===== config.mk =====
export PLATFORM = sky130hd
export DESIGN_NAME = hmul_top
export DESIGN_NICKNAME = d
export VERILOG_FILES = /design/src/rtl/hmul_pkg.sv /design/src/rtl/hmul_ctrl.sv /design/src/rtl/hmul_datapath.sv /design/src/rtl/hmul_top.sv
export SDC_FILE = /design/constraint.sdc
export NUM_CORES = 1
export LEC_CHECK = 0
export ABC_AREA = 1
export BUFFER_PORTS_ARGS = -buffer_cell sky130_fd_sc_hd__clkbuf_2
export CORE_ASPECT_RATIO = 1.2
export CORE_MARGIN = 4
export CORE_UTILIZATION = 45
export DETAILED_ROUTE_END_ITERATION = 10
export GPL_ROUTABILITY_DRIVEN = 0
export SETUP_SLACK_MARGIN = 0.5
export SLEW_MARGIN = 10
export SYNTH_ARGS = -nofsm -noshare
export SYNTH_HDL_FRONTEND = slang
export SYNTH_SLANG_ARGS = --single-unit

===== constraint.sdc =====
create_clock -name clk -period 9 [get_ports clk]
set_clock_uncertainty 0.15 [all_clocks]
set_input_delay 0.9 -clock clk [delete_from_list [all_inputs] [get_ports clk]]
set_output_delay 0.9 -clock clk [all_outputs]
set_load 0.005 [all_outputs]

===== src/rtl/hmul_pkg.sv =====
package hmul_pkg;
  typedef enum logic [1:0] {
    MODE_SS   = 2'b00,
    MODE_SU   = 2'b01,
    MODE_UU   = 2'b10,
    MODE_FRAC = 2'b11
  } hmulMode_e;

  typedef struct packed {
    logic s1Load;
    logic s2Load;
    logic signA;
    logic signB;
    logic frac;
  } hmulStrobes_t;
endpackage


===== src/rtl/hmul_ctrl.sv =====
module hmul_ctrl
  import hmul_pkg::*;
(
  input  logic         clk,
  input  logic         rstN,
  input  logic         inValid,
  input  logic [1:0]   inMode,
  input  logic         satClear,
  input  logic         satDetect,
  output hmulStrobes_t strobes,
  output logic         outValid,
  output logic         satSticky
);
  logic validS1;
  hmulMode_e mode;

  assign mode = hmulMode_e'(inMode);

  always_comb begin
    strobes.s1Load = inValid;
    strobes.s2Load = validS1;
    strobes.signA  = (mode != MODE_UU);
    strobes.signB  = (mode == MODE_SS) || (mode == MODE_FRAC);
    strobes.frac   = (mode == MODE_FRAC);
  end

  always_ff @(posedge clk) begin
    if (!rstN) begin
      validS1   <= 1'b0;
      outValid  <= 1'b0;
      satSticky <= 1'b0;
    end else begin
      validS1   <= inValid;
      outValid  <= validS1;
      satSticky <= (satSticky & ~satClear) | satDetect;
    end
  end
endmodule


===== src/rtl/hmul_datapath.sv =====
module hmul_datapath
  import hmul_pkg::*;
#(
  parameter int HALF_W = 16
) (
  input  logic                  clk,
  input  logic                  rstN,
  input  hmulStrobes_t          strobes,
  input  logic                  inHiA,
  input  logic                  inHiB,
  input  logic [2*HALF_W-1:0]   inA,
  input  logic [2*HALF_W-1:0]   inB,
  output logic                  satDetect,
  output logic [2*HALF_W-1:0]   outResult,
  output logic                  outSat
);
  localparam int WORD_W = 2 * HALF_W;
  localparam int EXT_W  = HALF_W + 1;
  localparam int PROD_W = 2 * EXT_W;

  logic [WORD_W-1:0]       opWord [2];
  logic                    opHi   [2];
  logic                    opSign [2];
  logic signed [EXT_W-1:0] opExt  [2];
  logic signed [EXT_W-1:0] opReg  [2];
  logic                    fracReg;

  assign opWord[0] = inA;
  assign opWord[1] = inB;
  assign opHi[0]   = inHiA;
  assign opHi[1]   = inHiB;
  assign opSign[0] = strobes.signA;
  assign opSign[1] = strobes.signB;

  for (genvar g = 0; g < 2; g++) begin : g_operand
    logic [HALF_W-1:0] half;
    assign half     = opHi[g] ? opWord[g][HALF_W +: HALF_W] : opWord[g][HALF_W-1:0];
    assign opExt[g] = $signed({opSign[g] & half[HALF_W-1], half});

    always_ff @(posedge clk) begin
      if (!rstN) opReg[g] <= '0;
      else if (strobes.s1Load) opReg[g] <= opExt[g];
    end
  end

  always_ff @(posedge clk) begin
    if (!rstN) fracReg <= 1'b0;
    else if (strobes.s1Load) fracReg <= strobes.frac;
  end

  logic signed [PROD_W-1:0] prodFull;
  logic [WORD_W-1:0]        prodWord;
  localparam logic signed [PROD_W-1:0] FRAC_OVF = PROD_W'(1) <<< (2*HALF_W - 2);
  localparam logic [WORD_W-1:0] POS_MAX = {1'b0, {(WORD_W-1){1'b1}}};

  assign prodFull  = opReg[0] * opReg[1];
  assign satDetect = strobes.s2Load && fracReg && (prodFull == FRAC_OVF);

  always_comb begin
    if (!fracReg)       prodWord = prodFull[WORD_W-1:0];
    else if (satDetect) prodWord = POS_MAX;
    else                prodWord = {prodFull[WORD_W-2:0], 1'b0};
  end

  always_ff @(posedge clk) begin
    if (!rstN) begin
      outResult <= '0;
      outSat    <= 1'b0;
    end else begin
      outSat <= satDetect;
      if (strobes.s2Load) outResult <= prodWord;
    end
  end
endmodule


===== src/rtl/hmul_top.sv =====
module hmul_top
  import hmul_pkg::*;
#(
  parameter int HALF_W = 16
) (
  input  logic                clk,
  input  logic                rstN,
  input  logic                inValid,
  input  logic [1:0]          inMode,
  input  logic                inHiA,
  input  logic                inHiB,
  input  logic [2*HALF_W-1:0] inA,
  input  logic [2*HALF_W-1:0] inB,
  input  logic                satClear,
  output logic                outValid,
  output logic [2*HALF_W-1:0] outResult,
  output logic                outSat,
  output logic                satSticky
);
  hmulStrobes_t strobes;
  logic satDetect;

  hmul_ctrl u_ctrl (
    .clk(clk), .rstN(rstN), .inValid(inValid), .inMode(inMode),
    .satClear(satClear), .satDetect(satDetect), .strobes(strobes),
    .outValid(outValid), .satSticky(satSticky)
  );

  hmul_datapath #(.HALF_W(HALF_W)) u_dp (
    .clk(clk), .rstN(rstN), .strobes(strobes), .inHiA(inHiA), .inHiB(inHiB),
    .inA(inA), .inB(inB), .satDetect(satDetect), .outResult(outResult),
    .outSat(outSat)
  );
endmodule


==> out/metrics.yaml <==
drc: 0
drt-vias-per-instance: 4.89
ff2ff_setup_slack_ns: 1.43
fp.dieH_um: 211
avgSynthCellArea_sq_um: 7.46
die_w_um: 177
path_clk_slew_ns: 0.06
cp_data_arrival_time_ns: 7.68
cp-end-kind: "flop"
relSlewSlack_pct: 29.1
die_area_sq_um: 37200
yosys_most_used_dff: "dfxtp_1"
clockBufferDepth: 2
rows: 73
grt_pass1_vias: 13400
synthSimpleGateAreaFrac_pct: 24.4
num-fill-cells: 3445
worstSetupStartpoint: "u_dp.opReg[1][5]$_SDFFCE_PN0P_"
synth_nets: 2517
grtUsageTotal_pct: 22.5
ant_nets: 0
cpMostUsedCell: "nand2_1"
grt_max_degree: 38
layout-drive-gt1-share_pct: 9.03
path_class: "reg -> reg"
start_util_pct: 46.0
startpoint_type: "flop"
synth_xor_area_share_pct: 0.854
synth_cell_types: 35
crit_required_ns: 9.11
multi_input_area_sq_um: 11400
crit_path_end: "u_dp.outResult[1]$_SDFFE_PN0P_"
clk_latency_ns: 0.36
max_stage_delay_ns: 0.91
fin_crit_ns: 7.58
nets: 2544
port-buffer-count: 106
pin_count: 107
grt_pass1_wl_mm: 67.0
cts_max_level: 3
drv_cap: 0
core_sq_um: 33400
tns_ns: 0
fin_crit_sh_pct: 84.2
ys_seq_elements: 71
post_cts_resized: 0
setup_violations: 0
cts_buffers: 9
clock_sinks: 71
r2r-end: "u_dp.outResult[1]$_SDFFE_PN0P_"
synthCells: 2062
drt_iter0_markers: 707
syn_area_sq_um: 15400
register_area_sq_um: 1760
finalWirelength_mm: 39.3
synth_top_family_by_area: "adder cells"
r2r_cells: 30
area_growth_pct: 6.57
max_freq_ghz: 0.132
crit_fanout: 26
final_max_slew_viol_count: 0
cts_root_buf: "clkbuf_16"
whs_ns: 0.314
vias: 12400
synth_compound_gate_area_share_pct: 2.98
hpwl_mm: 32.8
async_flop_share_pct: 0
seq_area_frac_synth_pct: 11.5
synth_edf_count: 34
dr.pass1.iters: 5
rsz0062_at_grt: "false"
crit_slowest_cell: "edfxtp_1"
postCtsSetupRepairBufs: 0
synth_mux_area_share_pct: 0.130
holdCritPathClass: "reg -> reg"
yosysWarnings: 0
cts_tree: "yes"
antenna_found_initial: 0
r2r-start: "u_dp.opReg[1][5]$_SDFFCE_PN0P_"
grt_overflow: 0
synth_fa_ha_area_share_pct: 45.6
outcome: "finished clean"
wl_per_cell_um: 15.4
worst_slew_pin_slew_ns: 1.06
hold_viol_final: 0
postCtsHoldBufs: 0
num_antenna_cells: 0
-- Yosys cell counts (6+ instances only) --
library cell | instances | area, sq um
nand2_1 | 732 | 2750
inv_1 | 484 | 1820
fa_1 | 296 | 5930
clkbuf_1 | 87 | 327
ha_1 | 87 | 1090
a21oi_1 | 70 | 350
nor2_1 | 63 | 236
nand3_1 | 43 | 215
dfxtp_1 | 37 | 741
edfxtp_1 | 34 | 1020
nand2_2 | 22 | 138
nand4_1 | 16 | 100
or2_2 | 16 | 100
xnor2_1 | 8 | 70.1
nand3b_1 | 7 | 52.6
nor2_2 | 7 | 43.8
xor2_1 | 7 | 61.3
a21oi_2 | 6 | 52.6
nor3_1 | 6 | 30.0
-- through the flow --
step / cell area, sq um / instances / setup slack [ns] / utilization (%)
6_report: 16400 / 2544 / 1.43 / 49.0
5_1_grt: 16400 / 2544 / 0.845 / 49.0
4_1_cts: 16400 / 2544 / 1.36 / 49.0
3_5_place_dp: 16100 / 2528 / 1.38 / 48.2
3_3_place_gp: 16100 / 2528 / 1.46 / 48.2
2_1_floorplan: 15400 / 2062 / 2.55 / -
-- area by class of cell --
class / instances / area share [%]
clock buffers: 9 / 1.37
clock inverters: 7 / 0.275
inverters: 487 / 11.2
multi-input cells: 1407 / 69.5
flip-flops and latches: 71 / 10.7
well taps: 450 / 3.44
repair buffers: 113 / 3.56
-- worst min path at each step --
stage	from	to	slack [ns]	cells after the start
after floorplan	u_ctrl.satSticky$_SDFF_PN0_	u_ctrl.satSticky$_SDFF_PN0_	0.31	2
after global placement	u_dp.outResult[4]$_SDFFE_PN0P_	u_dp.outResult[4]$_SDFFE_PN0P_	0.30	2
after detailed placement	u_ctrl.satSticky$_SDFF_PN0_	u_ctrl.satSticky$_SDFF_PN0_	0.31	2
after CTS	u_dp.outResult[1]$_SDFFE_PN0P_	u_dp.outResult[1]$_SDFFE_PN0P_	0.32	2
after global routing	u_dp.outResult[7]$_SDFFE_PN0P_	u_dp.outResult[7]$_SDFFE_PN0P_	0.34	2
final	u_dp.outResult[25]$_SDFFE_PN0P_	u_dp.outResult[25]$_SDFFE_PN0P_	0.31	2
-- cell families (layout without fill, tap and decap cells) --
kind of cell | after synthesis | in the layout
AOI/OAI and AO/OA | 84 | 84
xor gates and xnor gates | 15 | 15
adders and majority gates | 383 | 383
buffers and inverters | 584 | 616
DFF | 71 | 71
muxes | 2 | 2
and+or+nand+nor | 923 | 923
-- layer usage --
layer | wire length, um | track usage (%)
met2 | 19900 | 39.8
met5 | 0 | 0
met4 | 875 | 5.84
met3 | 1670 | 2.37
met1 | 16800 | 29.7
-- registers in the layout, indices dropped and copies added (netlist names) --
register	cells
u_ctrl.satSticky	1
u_dp.outSat	1
u_dp.fracReg	1
u_ctrl.validS1	1
u_dp.outResult	32
u_dp.opReg	34
u_ctrl.outValid	1
-- placed cells by master (no fill, tap or decap), drive strengths merged --
master	count
nor3b	1
edfxtp	34
clkbuf	115
xnor2	8
fa	296
a31oi	1
nor4	1
and2	3
or2	16
nor2	70
nand3	44
ha	87
clkinv	5
nand4	17
nand2	754
o21bai	1
inv	489
dfxtp	37
xor2	7
buf	7
a21oi	77
mux2i	2
nor3	10
nand3b	7
o21ai	5
-- worst max-delay path, delay by kind of cell (launching register included) --
family,cells,cell delay (ns)
fa+ha+maj,7,3.46
flops,1,0.91
compound gates,1,0.12
buf+inv,4,0.78
simple gates,18,2.06
Power is left out: the tool's default activity adds up to more than one toggle a clock period on the data nets, which glitch-free logic cannot reach.
